<file path="config.mk">
export PLATFORM = sky130hd
export DESIGN_NAME = wdog_twostage
export DESIGN_NICKNAME = d
export VERILOG_FILES = /design/src/rtl/wdog_pkg.sv /design/src/rtl/wdog_regs.sv /design/src/rtl/wdog_counter.sv /design/src/rtl/wdog_twostage.sv
export SDC_FILE = /design/constraint.sdc
export NUM_CORES = 1
export LEC_CHECK = 0
export ABC_AREA = 1
export ABC_CLOCK_PERIOD_IN_PS = 4300
export BUFFER_PORTS_ARGS = -buffer_cell sky130_fd_sc_hd__buf_2
export CORE_ASPECT_RATIO = 1.4
export CORE_UTILIZATION = 50
export DETAILED_ROUTE_END_ITERATION = 8
export PLACE_DENSITY = 0.77
export SLEW_MARGIN = 20
export SYNTH_ARGS = -nofsm -noshare
export SYNTH_HDL_FRONTEND = slang
export SYNTH_HIERARCHICAL = 1
export SYNTH_SLANG_ARGS = --single-unit
</file>
<file path="constraint.sdc">
create_clock -name clk -period 4.3 [get_ports clk]
set_input_delay 0.645 -clock clk [delete_from_list [all_inputs] [get_ports clk]]
set_output_delay 0.645 -clock clk [all_outputs]
set_load 0.05 [all_outputs]
</file>
<file path="src/rtl/wdog_pkg.sv">
package wdog_pkg;
  localparam logic [11:0] OFF_LOAD  = 12'h000;
  localparam logic [11:0] OFF_COUNT = 12'h004;
  localparam logic [11:0] OFF_CTRL  = 12'h008;
  localparam logic [11:0] OFF_CLR   = 12'h00C;
  localparam logic [11:0] OFF_RAW   = 12'h010;
  localparam logic [11:0] OFF_MASK  = 12'h014;
  localparam logic [11:0] OFF_LOCK  = 12'hC00;
  localparam logic [31:0] UNLOCK_KEY = 32'h1ACCE551;

  typedef struct packed {
    logic rst_arm;  // bit 1
    logic run;      // bit 0
  } ctrl_t;
endpackage

</file>
<file path="src/rtl/wdog_regs.sv">
module wdog_regs
  import wdog_pkg::*;
#(
  parameter int ADDR_W = 12,
  parameter int CNT_W  = 32
) (
  input  logic              clk,
  input  logic              rst,
  input  logic              psel,
  input  logic              penable,
  input  logic              pwrite,
  input  logic [ADDR_W-1:0] paddr,
  input  logic [31:0]       pwdata,
  input  logic [CNT_W-1:0]  cnt_q,
  input  logic              ris_q,
  output logic              wr_load,
  output logic              wr_clr,
  output logic [CNT_W-1:0]  load_q,
  output ctrl_t             ctrl_q,
  output ctrl_t             ctrl_d,
  output logic              locked_q,
  output logic [31:0]       prdata
);
  logic access, wr, rd;
  logic hit_load, hit_ctrl, hit_clr, hit_lock;
  logic [31:0] rd_mux;

  assign access   = psel && penable;
  assign wr       = access && pwrite;
  assign rd       = access && !pwrite;
  assign hit_load = (paddr == ADDR_W'(OFF_LOAD));
  assign hit_ctrl = (paddr == ADDR_W'(OFF_CTRL));
  assign hit_clr  = (paddr == ADDR_W'(OFF_CLR));
  assign hit_lock = (paddr == ADDR_W'(OFF_LOCK));

  assign wr_load = wr && hit_load && !locked_q;
  assign wr_clr  = wr && hit_clr  && !locked_q;

  always_comb begin
    ctrl_d = ctrl_q;
    if (wr && hit_ctrl && !locked_q) ctrl_d = ctrl_t'(pwdata[1:0]);
  end

  always_comb begin
    rd_mux = '0;
    unique case (paddr)
      ADDR_W'(OFF_LOAD):  rd_mux = 32'(load_q);
      ADDR_W'(OFF_COUNT): rd_mux = 32'(cnt_q);
      ADDR_W'(OFF_CTRL):  rd_mux = 32'(ctrl_q);
      ADDR_W'(OFF_RAW):   rd_mux = 32'(ris_q);
      ADDR_W'(OFF_MASK):  rd_mux = 32'(ris_q && ctrl_q.run);
      ADDR_W'(OFF_LOCK):  rd_mux = 32'(locked_q);
      default:            rd_mux = '0;
    endcase
  end

  always_ff @(posedge clk) begin
    if (rst) begin
      load_q   <= '1;
      ctrl_q   <= '0;
      locked_q <= 1'b1;
      prdata   <= '0;
    end else begin
      ctrl_q <= ctrl_d;
      if (wr_load) load_q <= pwdata[CNT_W-1:0];
      if (wr && hit_lock) locked_q <= (pwdata != UNLOCK_KEY);
      if (rd) prdata <= rd_mux;
    end
  end
endmodule

</file>
<file path="src/rtl/wdog_counter.sv">
module wdog_counter
  import wdog_pkg::*;
#(
  parameter int CNT_W = 32
) (
  input  logic             clk,
  input  logic             rst,
  input  ctrl_t            ctrl_q,
  input  ctrl_t            ctrl_d,
  input  logic             wr_load,
  input  logic             wr_clr,
  input  logic [CNT_W-1:0] new_load,
  input  logic [CNT_W-1:0] load_q,
  output logic [CNT_W-1:0] cnt_q,
  output logic             ris_q,
  output logic             irq_q,
  output logic             wrst_q
);
  logic [CNT_W-1:0] cnt_d;
  logic ris_d, wrst_d, at_zero;

  assign at_zero = (cnt_q == '0);

  always_comb begin
    cnt_d  = cnt_q;
    ris_d  = ris_q;
    wrst_d = wrst_q;
    if (wr_load) begin
      cnt_d = new_load;
    end else if (wr_clr) begin
      ris_d = 1'b0;
      cnt_d = load_q;
    end else if (ctrl_q.run) begin
      if (at_zero) begin
        cnt_d = load_q;
        if (!ris_q) ris_d = 1'b1;
        else if (ctrl_q.rst_arm) wrst_d = 1'b1;
      end else begin
        cnt_d = cnt_q - 1'b1;
      end
    end
  end

  always_ff @(posedge clk) begin
    if (rst) begin
      cnt_q  <= '1;
      ris_q  <= 1'b0;
      irq_q  <= 1'b0;
      wrst_q <= 1'b0;
    end else begin
      cnt_q  <= cnt_d;
      ris_q  <= ris_d;
      irq_q  <= ris_d && ctrl_d.run;
      wrst_q <= wrst_d;
    end
  end
endmodule

</file>
<file path="src/rtl/wdog_twostage.sv">
module wdog_twostage
  import wdog_pkg::*;
#(
  parameter int ADDR_W = 12,
  parameter int CNT_W  = 32
) (
  input  logic              clk,
  input  logic              rst,
  input  logic              psel,
  input  logic              penable,
  input  logic              pwrite,
  input  logic [ADDR_W-1:0] paddr,
  input  logic [31:0]       pwdata,
  output logic [31:0]       prdata,
  output logic              irq_o,
  output logic              wdog_rst_o
);
  logic             wr_load, wr_clr, locked_q, ris_q;
  logic [CNT_W-1:0] load_q, cnt_q;
  ctrl_t            ctrl_q, ctrl_d;

  wdog_regs #(.ADDR_W(ADDR_W), .CNT_W(CNT_W)) u_regs (
    .clk(clk), .rst(rst), .psel(psel), .penable(penable), .pwrite(pwrite),
    .paddr(paddr), .pwdata(pwdata), .cnt_q(cnt_q), .ris_q(ris_q),
    .wr_load(wr_load), .wr_clr(wr_clr), .load_q(load_q), .ctrl_q(ctrl_q),
    .ctrl_d(ctrl_d), .locked_q(locked_q), .prdata(prdata)
  );

  wdog_counter #(.CNT_W(CNT_W)) u_cnt (
    .clk(clk), .rst(rst), .ctrl_q(ctrl_q), .ctrl_d(ctrl_d),
    .wr_load(wr_load), .wr_clr(wr_clr), .new_load(pwdata[CNT_W-1:0]),
    .load_q(load_q), .cnt_q(cnt_q), .ris_q(ris_q), .irq_q(irq_o),
    .wrst_q(wdog_rst_o)
  );
endmodule

</file>
# Word-level counts from Yosys, hierarchy flattened
# Index checks and enable logic that the tools add are counted.
# totals
reg_bits	102
output_inout_bits	34
# classes
n_bitwise	2
addsub	1
reduce_logical	18
mux	10
n_eq_ne	7
# op_table
op	n
one-hot mux 32 bit (6 select lines)	1
two-way mux 32 bit	4
logical NOT 32 bit	1
!= test 32 x 29 -> 1 bit (second input constant)	1
subtractor 32 x 1 -> 32 bit (second input constant)	1
== test 12 x 4 -> 1 bit (second input constant)	2
== test 12 x 5 -> 1 bit (second input constant)	2
== test 12 bit (second input constant)	1
== test 12 x 3 -> 1 bit (second input constant)	1
logical AND 1 bit	12
logical NOT 12 bit	1
AND reduction 6 bit	1
two-way mux 1 bit	5
nonzero test 3 bit	1
logical NOT 1 bit	2
inverter 1 bit	2

# Longest topological paths before layout
# logic_depth
depth_word	7
depth_mapped	17

# Cells and area by module
# The synthesis kept the hierarchy.
# by_module_without_submodules
mod	area_each_um2	n_inst	cells_per_inst	seq_area_each_um2
wdog_regs	3408.3	1	465	1341.3
wdog_counter	3134.3	1	575	700.7

# Least setup slack after synthesis
# OpenSTA, ideal clock, no wires.
# synth_path
kind	input -> register
startpoint	input port paddr[7]
endpoint	register u_cnt.cnt_q[17]
setup_slack_ps	1797
n_path_buf	3
path_stages	17
arrival_time_ps	2391
required_time_ps	4188
setup_ps	112
cell_sequence	nor2_2 > nand2_4 > nor2_4 > nand2_2 > clkinv_4 > nand2_8 > inv_4 > buf_8 > buf_2 > nor2_2 > inv_1 > nor2_4 > inv_2 > clkbuf_1 > o21ai_0 > inv_1 > nand2_1
# synth_via
word_cells_on_any_way	9
# synth_lines
element	line	rtl
from (decl)	wdog_twostage.sv:12	input logic [ADDR_W-1:0] paddr,
logical NOT 12 bit *	wdog_regs.sv:31	assign hit_load = (paddr == ADDR_W'(OFF_LOAD));
logical AND 1 bit * (2 in series)	wdog_regs.sv:36	assign wr_load = wr && hit_load && !locked_q;
via wr_load	wdog_twostage.sv:18	logic wr_load, wr_clr, locked_q, ris_q;
nonzero test 3 bit (no source line) / two-way mux 32 bit (equally long branches)	n/a	
to (signal assigned)	wdog_counter.sv:51	cnt_q <= cnt_d;
to (decl)	wdog_counter.sv:14	output logic [CNT_W-1:0] cnt_q,
# The timed path passes the listed nets; every way through them passes the cells marked *.
# A chain may end at the register's enable or synchronous reset.

# Worst setup path after layout
# layout_path
startpoint	input port paddr[1]
endpoint	register u_cnt.cnt_q[22]
# The elaborated chain is that of the path after synthesis.

==> flow_metrics.env <==
export IMPL_drive_gt1_share_pct=19.7
export IMPL_cts_resized=0
export IMPL_cp_num_buf_inv=7
export IMPL_grt_antenna_before_repair=0
export IMPL_synth_cells=1039
export IMPL_ctsHoldBuffers=0
export IMPL_cp_slowest_cell="inv_2"
export IMPL_critPathLaunchType="primary input"
export IMPL_start_util_pct=51.0
export IMPL_min_period_ns=3.15
export IMPL_ant_nets=0
export IMPL_cts_buffers_inserted=9
export IMPL_post_place_ws_ns=0.861
export IMPL_critPathTopFamily="buffers and inverters"
export IMPL_syn_avg_cell_area_um2=6.29
export IMPL_fin_ws_ns=1.15
export IMPL_tns_ns=0
export IMPL_worstPathArrival_ns=3.40
export IMPL_post_cts_setup_buffer_count=0
export IMPL_cts_htree_levels=3
export IMPL_cap_violations=0
export IMPL_rsz0062_at_grt="no"
export IMPL_worstSetupPathType="primary input to flop"
export IMPL_cp_end_kind="flop"
export IMPL_netlist_area_um2=6540
export IMPL_port_buffers=82
export IMPL_max_slew_worst_pin_slew_ns=1.02
export IMPL_dieArea_um2=13500
export IMPL_clock_sinks=102
export IMPL_insertion_delay_ns=0.35
export IMPL_gp_congestion=0.961
export IMPL_outcome="finished, final reports clean"
export IMPL_die_w_um=98.7
export IMPL_slew_violations=0
export IMPL_antennaDiodeCount=0
export IMPL_drtPass1Iterations=5
export IMPL_core_area_um2=12800
export IMPL_fin_skew_ns=0.0100
export IMPL_cp_max_fo=46
export IMPL_p_leak_nw=3.73
export IMPL_max_slew_margin_pct=31.8
export IMPL_synth_warning_count=6
export IMPL_cts_tree="yes"
export IMPL_crit_chain="buf_2 -> nor2_2 -> nand2_1 -> nor2_4 -> nand2_2 -> clkinv_4 -> nand2_8 -> inv_4 -> buf_4 -> nor2_2 -> inv_1 -> nor2_4 -> inv_2 -> o21ai_0 -> inv_1 -> nand2_1"
export IMPL_drc=0
export IMPL_ios=83
export IMPL_clock_path_buffers=2
export IMPL_grt_pass1_wl_um=28700
export IMPL_grtUsageTotal_pct=26.5
export IMPL_clkSlewWorstSetupHoldPaths_ns=0.07
export IMPL_synth_fp_nets=1090
export IMPL_vdd_ir_drop_max_v=0.000176
export IMPL_wl_um=17200
export IMPL_setup_viol=0
export IMPL_vias_per_cell=5.25
export IMPL_routedWlPerCell_um=13.7
export IMPL_final_cells=1252
export IMPL_fillers=1334
export IMPL_min_path_type="flop to flop"
export IMPL_area_growth_pct=9.28
export IMPL_required_ns=4.54
export IMPL_die_height_um=137
export IMPL_dp_hpwl_um=12100
export IMPL_cp_slowest_stage_delay_ns=0.35
export IMPL_place_inst=1236
export IMPL_hold_viol_final=0
export IMPL_cellPowerDensity_nw_per_um2=262
export IMPL_grt_overflow=0
export IMPL_nets=1145
export IMPL_hold_slack_ns=0.466
export IMPL_vias=6567
export IMPL_drt_initial_drc_count=340
export IMPL_root_buffer="clkbuf_16"
export IMPL_grt_max_degree=47
export IMPL_period_share_pct=73.4
export IMPL_rows=49
export IMPL_max_freq_mhz=317
export IMPL_first_global_vias=6148
export IMPL_post_route_util_pct=55.8
-- worst register-to-register path, stage by stage (launching register included) --
cell and delay [ns]:
dfxtp_1 0.33, nor2_2 0.29, nand2_8 0.27, inv_4 0.30, buf_4 0.33, nor2_2 0.08, inv_1 0.14, nor2_4 0.04
inv_2 0.35, o21ai_0 0.19, inv_1 0.12, nand2_1 0.05
-- per-layer routing --
metal / routed length, um / vias up / track usage, % / part of all wire, %
met5: 0 / - / 0 / 0
met2: 8630 / 195 / 47.1 / 50
met3: 655 / 40 / 3.65 / 3.8
met4: 553 / 0 / 13.2 / 3.2
li1: - / 3331 / - / -
met1: 7370 / 3001 / 31.4 / 43
-- worst paths after layout --
path | start | to | slack, ns | depth (start not counted)
hold reg to reg | u_regs/prdata[1] | u_regs/prdata[1] | 0.47 | 2
setup reg to reg | u_regs/locked_q | u_cnt/cnt_q[22] | 1.70 | 11
hold / removal | u_regs/prdata[1] | u_regs/prdata[1] | 0.47 | 2
setup / recovery | paddr[1] | u_cnt/cnt_q[22] | 1.15 | 16
-- cell type report --
cell class	count	area (um2)	share of cell area, %
multi-input cells	788	3740	52.4
clock inverters	6	67.6	0.946
repair buffers	90	470	6.58
flip-flops and latches	102	2040	28.6
clock buffers	10	239	3.34
inverters	103	394	5.52
well taps	153	191	2.68
-- through the flow --
| stage | instance area, um2 | power, mW |
|---|---|---|
| finish | 7150 | 1.87 |
| CTS | 7150 | 1.89 |
| global route | 7150 | 1.93 |
| global placement | 6840 | 1.05 |
| floorplan | 6540 | 1.01 |
| detailed placement | 6840 | 1.05 |
-- report_power, final --
group / internal [mW] / switching (mW)
logic: 0.0246 / 0.0599
registers: 0.944 / 0.000211
clock network: 0.471 / 0.374
total: 1.44 / 0.434
-- placed cells by master, fill, tap and decap left out, types with 12 or more instances in the layout --
master / instances
nand3_1: 77
o21ai_0: 31
dfxtp_1: 102
buf_2: 82
nand2_1: 393
a21oi_1: 12
xor2_1: 14
nand2_2: 33
nor2_2: 18
inv_1: 95
a21oi_2: 30
nor2_1: 130
o211ai_2: 13
-- flip-flops by register name, summed over array words and instances, names as in the netlist --
register and count:
u_cnt/cnt_q 32, u_regs/load_q 32, u_regs/prdata 32, u_regs/ctrl_q 2, u_cnt/irq_q 1, u_cnt/ris_q 1, u_cnt/wrst_q 1, u_regs/locked_q 1
Note: power is estimated with default switching activity, not from simulation.
